===== src/rtl/nor_seq_pkg.sv =====
package nor_seq_pkg;

    typedef enum logic [1:0] {
        OP_PROG   = 2'b00,
        OP_SERASE = 2'b01,
        OP_CERASE = 2'b10,
        OP_RESET  = 2'b11
    } op_e;

    typedef enum logic [2:0] {
        ST_IDLE,
        ST_STROBE,
        ST_GAP,
        ST_POLL_GO,
        ST_POLL_WAIT,
        ST_RESP
    } st_e;

    typedef enum logic [1:0] {
        A_UNLK1,
        A_UNLK2,
        A_TGT,
        A_ZERO
    } asel_e;

    typedef struct packed {
        asel_e      asel;
        logic       use_tdata;
        logic [7:0] cmd;
    } step_t;

    localparam int STEP_W = 3;

    localparam logic [7:0]  CMD_UNLK1 = 8'hAA;
    localparam logic [7:0]  CMD_UNLK2 = 8'h55;
    localparam logic [7:0]  CMD_PROG  = 8'hA0;
    localparam logic [7:0]  CMD_ERASE = 8'h80;
    localparam logic [7:0]  CMD_SECT  = 8'h30;
    localparam logic [7:0]  CMD_CHIP  = 8'h10;
    localparam logic [7:0]  CMD_RST   = 8'hF0;
    localparam logic [11:0] ADR_UNLK1 = 12'h555;
    localparam logic [11:0] ADR_UNLK2 = 12'h2AA;

    function automatic logic [STEP_W-1:0] last_step(op_e op);
        case (op)
            OP_PROG:  return STEP_W'(3);
            OP_RESET: return STEP_W'(0);
            default:  return STEP_W'(5);
        endcase
    endfunction

    function automatic logic needs_poll(op_e op);
        return op != OP_RESET;
    endfunction

    function automatic step_t step_decode(op_e op, logic [STEP_W-1:0] idx);
        step_t s;
        s = '{asel: A_UNLK1, use_tdata: 1'b0, cmd: CMD_UNLK1};
        if (op == OP_RESET) begin
            s.asel = A_ZERO;
            s.cmd  = CMD_RST;
        end else begin
            case (idx)
                3'd1, 3'd4: begin
                    s.asel = A_UNLK2;
                    s.cmd  = CMD_UNLK2;
                end
                3'd2: s.cmd = (op == OP_PROG) ? CMD_PROG : CMD_ERASE;
                3'd3: begin
                    if (op == OP_PROG) begin
                        s.asel      = A_TGT;
                        s.use_tdata = 1'b1;
                    end
                end
                3'd5: begin
                    if (op == OP_SERASE) begin
                        s.asel = A_TGT;
                        s.cmd  = CMD_SECT;
                    end else begin
                        s.cmd  = CMD_CHIP;
                    end
                end
                default: ;
            endcase
        end
        return s;
    endfunction

endpackage


===== src/rtl/nor_phase_timer.sv =====
module nor_phase_timer #(
    parameter int LOW_CYC = 3,
    parameter int GAP_CYC = 2
) (
    input  logic clk,
    input  logic rst,
    input  logic run,
    input  logic in_strobe,
    output logic expire
);
    localparam int MAXC = (LOW_CYC > GAP_CYC) ? LOW_CYC : GAP_CYC;
    localparam int CW   = $clog2(MAXC + 1);

    logic [CW-1:0] cnt;
    logic [CW-1:0] lim;

    assign lim    = in_strobe ? CW'(LOW_CYC - 1) : CW'(GAP_CYC - 1);
    assign expire = run && (cnt == lim);

    always_ff @(posedge clk) begin
        if (rst || !run || expire) cnt <= '0;
        else                       cnt <= cnt + 1'b1;
    end


    cnt_bound_chk: assert property (@(posedge clk) disable iff (rst)
        run |-> cnt <= lim);

endmodule


===== src/rtl/nor_step_mux.sv =====
module nor_step_mux
    import nor_seq_pkg::*;
#(
    parameter int AW = 20,
    parameter int DW = 16
) (
    input  op_e               op,
    input  logic [STEP_W-1:0] idx,
    input  logic [AW-1:0]     tgt_addr,
    input  logic [DW-1:0]     tgt_data,
    output logic [AW-1:0]     addr,
    output logic [DW-1:0]     data
);
    step_t s;

    always_comb begin
        s = step_decode(op, idx);
        case (s.asel)
            A_UNLK1: addr = AW'(ADR_UNLK1);
            A_UNLK2: addr = AW'(ADR_UNLK2);
            A_TGT:   addr = tgt_addr;
            default: addr = '0;
        endcase
        data = s.use_tdata ? tgt_data : DW'(s.cmd);
    end

endmodule


===== src/rtl/nor_seq_ctrl.sv =====
module nor_seq_ctrl
    import nor_seq_pkg::*;
(
    input  logic              clk,
    input  logic              rst,
    input  logic              req_valid,
    input  op_e               req_op,
    input  logic              expire,
    input  logic              poll_done,
    input  logic              poll_fail,
    output logic              req_ready,
    output logic              accept,
    output logic              strobe_on,
    output logic              timer_run,
    output logic              poll_go,
    output logic              rsp_valid,
    output logic              rsp_fail,
    output op_e               op_q,
    output logic [STEP_W-1:0] idx
);
    st_e  state;
    logic fail_q;

    assign req_ready = state == ST_IDLE;
    assign accept    = req_ready && req_valid;
    assign strobe_on = state == ST_STROBE;
    assign timer_run = (state == ST_STROBE) || (state == ST_GAP);
    assign poll_go   = state == ST_POLL_GO;
    assign rsp_valid = state == ST_RESP;
    assign rsp_fail  = rsp_valid && fail_q;

    always_ff @(posedge clk) begin
        if (rst) begin
            state  <= ST_IDLE;
            op_q   <= OP_RESET;
            idx    <= '0;
            fail_q <= 1'b0;
        end else begin
            case (state)
                ST_IDLE: if (accept) begin
                    state  <= ST_STROBE;
                    op_q   <= req_op;
                    idx    <= '0;
                    fail_q <= 1'b0;
                end
                ST_STROBE: if (expire) state <= ST_GAP;
                ST_GAP: if (expire) begin
                    if (idx == last_step(op_q))
                        state <= needs_poll(op_q) ? ST_POLL_GO : ST_RESP;
                    else begin
                        idx   <= idx + 1'b1;
                        state <= ST_STROBE;
                    end
                end
                ST_POLL_GO: state <= ST_POLL_WAIT;
                ST_POLL_WAIT: if (poll_done) begin
                    fail_q <= poll_fail;
                    state  <= ST_RESP;
                end
                default: state <= ST_IDLE;
            endcase
        end
    end


    busy_after_accept_chk: assert property (@(posedge clk) disable iff (rst)
        accept |=> !req_ready);


    poll_go_single_chk: assert property (@(posedge clk) disable iff (rst)
        poll_go |=> !poll_go && !rsp_valid);


    ready_after_rsp_chk: assert property (@(posedge clk) disable iff (rst)
        rsp_valid |=> req_ready);


    reset_no_poll_chk: assert property (@(posedge clk) disable iff (rst)
        (rsp_valid && $past(state) == ST_GAP) |-> op_q == OP_RESET);

endmodule


===== src/rtl/nor_cmd_seq.sv =====
module nor_cmd_seq
    import nor_seq_pkg::*;
#(
    parameter int AW     = 20,
    parameter int DW     = 16,
    parameter int WR_LOW = 3,
    parameter int WR_GAP = 2
) (
    input  logic          clk,
    input  logic          rst,
    input  logic          req_valid,
    output logic          req_ready,
    input  logic [1:0]    req_op,
    input  logic [AW-1:0] req_addr,
    input  logic [DW-1:0] req_data,
    output logic [AW-1:0] bus_addr,
    output logic [DW-1:0] bus_wdata,
    output logic          bus_wr_n,
    output logic          poll_go,
    input  logic          poll_done,
    input  logic          poll_fail,
    output logic          rsp_valid,
    output logic          rsp_fail
);
    logic              accept, strobe_on, timer_run, expire;
    op_e               op_q;
    logic [STEP_W-1:0] idx;
    logic [AW-1:0]     tgt_addr;
    logic [DW-1:0]     tgt_data;

    always_ff @(posedge clk) begin
        if (rst) begin
            tgt_addr <= '0;
            tgt_data <= '0;
        end else if (accept) begin
            tgt_addr <= req_addr;
            tgt_data <= req_data;
        end
    end

    nor_seq_ctrl u_ctrl (
        .clk       (clk),
        .rst       (rst),
        .req_valid (req_valid),
        .req_op    (op_e'(req_op)),
        .expire    (expire),
        .poll_done (poll_done),
        .poll_fail (poll_fail),
        .req_ready (req_ready),
        .accept    (accept),
        .strobe_on (strobe_on),
        .timer_run (timer_run),
        .poll_go   (poll_go),
        .rsp_valid (rsp_valid),
        .rsp_fail  (rsp_fail),
        .op_q      (op_q),
        .idx       (idx)
    );

    nor_phase_timer #(.LOW_CYC(WR_LOW), .GAP_CYC(WR_GAP)) u_timer (
        .clk       (clk),
        .rst       (rst),
        .run       (timer_run),
        .in_strobe (strobe_on),
        .expire    (expire)
    );

    nor_step_mux #(.AW(AW), .DW(DW)) u_mux (
        .op       (op_q),
        .idx      (idx),
        .tgt_addr (tgt_addr),
        .tgt_data (tgt_data),
        .addr     (bus_addr),
        .data     (bus_wdata)
    );

    assign bus_wr_n = !strobe_on;


    bus_stable_chk: assert property (@(posedge clk) disable iff (rst)
        (!bus_wr_n && $past(!bus_wr_n)) |-> ($stable(bus_addr) && $stable(bus_wdata)));


    phase_excl_chk: assert property (@(posedge clk) disable iff (rst)
        $onehot0({poll_go, rsp_valid, !bus_wr_n}));

endmodule


===== config.mk =====
export PLATFORM = sky130hd
export DESIGN_NAME = nor_cmd_seq
export DESIGN_NICKNAME = d
export VERILOG_FILES = /design/src/rtl/nor_seq_pkg.sv /design/src/rtl/nor_phase_timer.sv /design/src/rtl/nor_step_mux.sv /design/src/rtl/nor_seq_ctrl.sv /design/src/rtl/nor_cmd_seq.sv
export SDC_FILE = /design/constraint.sdc
export NUM_CORES = 1
export LEC_CHECK = 0
export ABC_AREA = 1
export BUFFER_PORTS_ARGS = -buffer_cell sky130_fd_sc_hd__buf_2
export CORE_ASPECT_RATIO = 1.2
export CORE_MARGIN = 1
export CORE_UTILIZATION = 52
export CTS_CLUSTER_SIZE = 28
export DETAILED_ROUTE_END_ITERATION = 10
export GPL_TIMING_DRIVEN = 0
export PLACE_DENSITY = 0.86
export SYNTH_ARGS = -nofsm -noshare
export SYNTH_HDL_FRONTEND = slang
export SYNTH_HIERARCHICAL = 1
export SYNTH_SLANG_ARGS = --single-unit

===== constraint.sdc =====
create_clock -name clk -period 1.9 [get_ports clk]
set_input_delay 0.475 -clock clk [delete_from_list [all_inputs] [get_ports clk]]
set_output_delay 0.475 -clock clk [all_outputs]
set_load 0.01 [all_outputs]

==> metrics.md <==
| Metric | Value |
|---|---|
| Clock transition at the registers of the reported paths | 90 ps |
| Number of antenna cells inserted | 0 |
| Total length of routed wires | between 6000 and 7000 um |
| Largest net degree at the start of global routing | 15 |
| Starting Density | between 50% and 60% |
| Sequential area share after synthesis | ~34% |
| Layout filler cell count | 406 |
| Num CTS Buffers | 5 |
| Average detailed-routed wire length per instance | about 11 um |
| Cell taking the most area after synthesis | sky130_fd_sc_hd__dfxtp_1 |
| Start-to-end type of the worst setup path | flip-flop to output port |
| Total number of nets in the final design | slightly below 600 |
| Critical path data arrival time | roughly 1500 ps |
| Met1 track demand over resource | between 20% and 30% |
| Period utilization | 103% |
| Worst clock skew on the final layout | approximately 6.5 ps |
| Number of hold violations in the final report | 0 |
| Net Count, Synth | a little under 500 |
| Weighted congestion reported at the end of routability-driven placement | between 0.7 and 0.8 |
| Area taken by multi-input logic gates | about 0.0015 mm2 |
| Total number of placement rows | 28 |
| Io pins | 84 |
| Die height | approximately 82 um |
| Antenna-violating nets left | 0 |
| Largest cells by area after synthesis | sky130_fd_sc_hd__dfxtp_1 34%, sky130_fd_sc_hd__nand2_1 17%, sky130_fd_sc_hd__nor2_1 13% |
| Required time at the endpoint of the critical path | about 1400 ps |
| Initial antenna violation count | 0 |
| Worst-Skew Late Latency | 300 ps |
| Fraction of final layout cells with drive strength greater than 1 | between 30% and 40% |
| Element type at the critical path start | flip-flop |
| Clock root buffer | sky130_fd_sc_hd__clkbuf_8 |
| Period minus WS final | ~2000 ps |
| Die Footprint | 0.00562 mm2 |
| Worst Max-Slew Pin Slew | ~340 ps |
| Worst max-slew margin expressed relative to the limit | 77.4% |
| Unique masters post-synth | 29 |
| Result of the run | finished, violations left |
| Global Route met3 Usage | roughly 4.6% |
| Placed instance count | a little under 600 |
| Worst Hold Class | input port to flip-flop |
| Number of global-route vias before repair | about 2.5k |
| GRT met2 Usage | 46.6% |
| Post-detailed-route DRC marker count | 0 |
| Worst-case setup margin in the final layout | -57.9 ps |
| CTS tree | built |
| Peak Freq | between 0.5 and 0.6 GHz |
| Area share of the leading cell type in the synthesized netlist | 34.0% |
| Global router's overall resource usage | between 20% and 30% |
| Global route total overflow | 0 |
| Number of sinks driven by the clock tree | 47 |
| RSZ-0062 raised after global routing | true |
| Ratio of routed vias to standard cells | roughly 4.7 |
| H-Tree Level Count | 2 |
| Syn avg cell area | around 6.3 um2 |
| Worst-case vdd ir drop | around 0.00087 V |
| First-pass GRT wire length | between 10000 and 15000 um |
| Violation count after the first detailed-route iteration | between 150 and 200 |
| Placeable core area | approximately 0.0050 mm2 |
| Iteration count of the initial detailed-routing pass | 4 |
| Total of flip-flops plus latches after synthesis | 47 |
| Power density over cell area | 1290 mW/mm2 |
| Failing checks | negative setup slack |
| Final count of pins violating max slew | 0 |
| Via count of the routed design | around 2.8k |
| Chip width | 68.6 um |
| Number of synthesis warnings | 6 |
| Final HPWL DP | 4600 um |
| Static leakage | ~2.0 nW |
| Setup TNS | -354 ps |
| Cell Area, Synth | 0.00277 mm2 |
| Total area of sequential cells | around 960 um2 |
| Maximum buffer depth of the clock tree | 2 |
| Highest-utilization routing layer at the global route stage | met2 |
| Area growth from synthesis to final layout | 30.7% |
| Total power draw | around 4.7 mW |
| Endpoint class of the critical path | output port |
| Largest fanout on the critical path | 5 |
| Count of input and output buffers | 83 |
| Cell count after synthesis | around 440 |
| Final setup violation count | 20 |
| Number of maximum-capacitance violations | 0 |
| Final Instance Count excl. Fillers | roughly 600 |
[flip-flops by register name (all words and copies together), names as in the netlist]
signal	cells
tgt_data	16
u_ctrl/state	3
tgt_addr	20
u_timer/cnt	2
u_ctrl/op_q	2
u_ctrl/idx	3
u_ctrl/fail_q	1
[repair_timing]
action | in CTS | in global routing
buffers inserted | 6 | 2
cloned | 1 | 0
hold buffers | 0 | 0
pin swaps | 3 | 7
resized for setup | 27 | 27
setup endpoints to repair | 40 | 41
[final timing paths]
check | to | slack [ps] | depth (start not counted) | start
worst max-delay path | bus_wdata[5] | -60 | 8 | u_ctrl/idx[2]
worst min-delay path | u_ctrl/op_q[1] | 400 | 3 | req_op[1]
worst max register to register | u_ctrl/state[2] | 170 | 12 | u_ctrl/state[0]
worst min register to register | tgt_addr[6] | 470 | 2 | tgt_addr[6]
[cell usage after synthesis]
library cell                 n
sky130_fd_sc_hd__a21boi_2    9
sky130_fd_sc_hd__a21oi_1    14
sky130_fd_sc_hd__a21oi_2     1
sky130_fd_sc_hd__and2_1      1
sky130_fd_sc_hd__buf_12      1
sky130_fd_sc_hd__buf_2       3
sky130_fd_sc_hd__buf_6       9
sky130_fd_sc_hd__dfxtp_1    47
sky130_fd_sc_hd__ha_1        3
sky130_fd_sc_hd__inv_1      78
sky130_fd_sc_hd__inv_2       8
sky130_fd_sc_hd__nand2_1   129
sky130_fd_sc_hd__nand2_2     3
sky130_fd_sc_hd__nand2_4     2
sky130_fd_sc_hd__nand2_8     1
sky130_fd_sc_hd__nand3_1    10
sky130_fd_sc_hd__nand3_2     1
sky130_fd_sc_hd__nand3_4     2
sky130_fd_sc_hd__nand4_1     3
sky130_fd_sc_hd__nand4_4     1
sky130_fd_sc_hd__nor2_1     98
sky130_fd_sc_hd__nor2_2      2
sky130_fd_sc_hd__nor2_4      1
sky130_fd_sc_hd__nor3_1      2
sky130_fd_sc_hd__o211ai_1    2
sky130_fd_sc_hd__o21ai_0     5
sky130_fd_sc_hd__o21ai_1     1
sky130_fd_sc_hd__o21ai_2     1
sky130_fd_sc_hd__xnor2_1     1
[power breakdown]
| group | internal [mW] | total (mW) | switching (mW) |
|---|---|---|---|
| Clock | 0.331 | 0.670 | 0.339 |
| Combinational | 0.996 | 2.46 | 1.47 |
| Sequential | 1.31 | 1.54 | 0.233 |
[metrics by stage]
stage	cell area, um2	hold WS [ps]	worst slack (ps)	utilization (%)
floorplan	2770	437	241	-
global placement	3260	451	-84.6	65.1
detailed placement	3260	459	-99.0	65.1
CTS	3510	395	-27.8	70.1
global route	3620	419	-126	72.3
finish	3620	398	-57.9	72.3
[layout by cell type, fill, tap and decap left out, types with 3 or more instances in the layout]
master / count
sky130_fd_sc_hd__dfxtp_4: 4
sky130_fd_sc_hd__dfxtp_1: 41
sky130_fd_sc_hd__nand2_2: 3
sky130_fd_sc_hd__nor2_2: 4
sky130_fd_sc_hd__nand4_1: 3
sky130_fd_sc_hd__inv_2: 7
sky130_fd_sc_hd__a21oi_2: 6
sky130_fd_sc_hd__nand2_4: 4
sky130_fd_sc_hd__clkbuf_8: 7
sky130_fd_sc_hd__a21boi_2: 9
sky130_fd_sc_hd__o21ai_0: 3
sky130_fd_sc_hd__inv_1: 75
sky130_fd_sc_hd__nand3_1: 9
sky130_fd_sc_hd__ha_1: 3
sky130_fd_sc_hd__nor2_4: 5
sky130_fd_sc_hd__buf_2: 85
sky130_fd_sc_hd__buf_6: 13
sky130_fd_sc_hd__nor2_1: 92
sky130_fd_sc_hd__inv_4: 4
sky130_fd_sc_hd__a21oi_1: 8
sky130_fd_sc_hd__nand2_1: 126
sky130_fd_sc_hd__buf_4: 5
[cell families (layout without fill, tap and decap cells)]
group	after synthesis	count (layout)	share of synthesized area (%)
AND/OR/NAND/NOR	256	256	39.3
buffers and inverters	99	199	16.6
flip-flops	47	47	34.0
AO/OA/AOI/OAI	33	33	8.45
adder cells (fa/ha/maj)	3	3	1.36
XOR/XNOR	1	1	0.316
[area by class of cell]
class / instances / share of cell area (%)
Tap cell: 60 / 2.07
Timing Repair Buffer: 92 / 14.2
Multi-Input combinational cell: 293 / 41.4
Inverter: 86 / 9.19
Sequential cell: 47 / 26.5
Buffer: 13 / 3.77
Clock buffer: 7 / 2.66
Clock inverter: 1 / 0.207
[per-layer routing]
metal / up-vias / wire length (um)
li1: 1487 / -
met1: 1248 / 2770
met2: 71 / 3520
met3: 14 / 281
met4: 0 / 132
met5: - / 0
[critical path, stage by stage, from the launching register on]
cell,delay (ps)
sky130_fd_sc_hd__dfxtp_4,390
sky130_fd_sc_hd__buf_6,140
sky130_fd_sc_hd__nor2_4,110
sky130_fd_sc_hd__nand3_1,90
sky130_fd_sc_hd__nand2_1,80
sky130_fd_sc_hd__inv_1,80
sky130_fd_sc_hd__nor2_4,110
sky130_fd_sc_hd__nor2_1,50
sky130_fd_sc_hd__buf_2,130
Power figures use the tool's default switching activity.
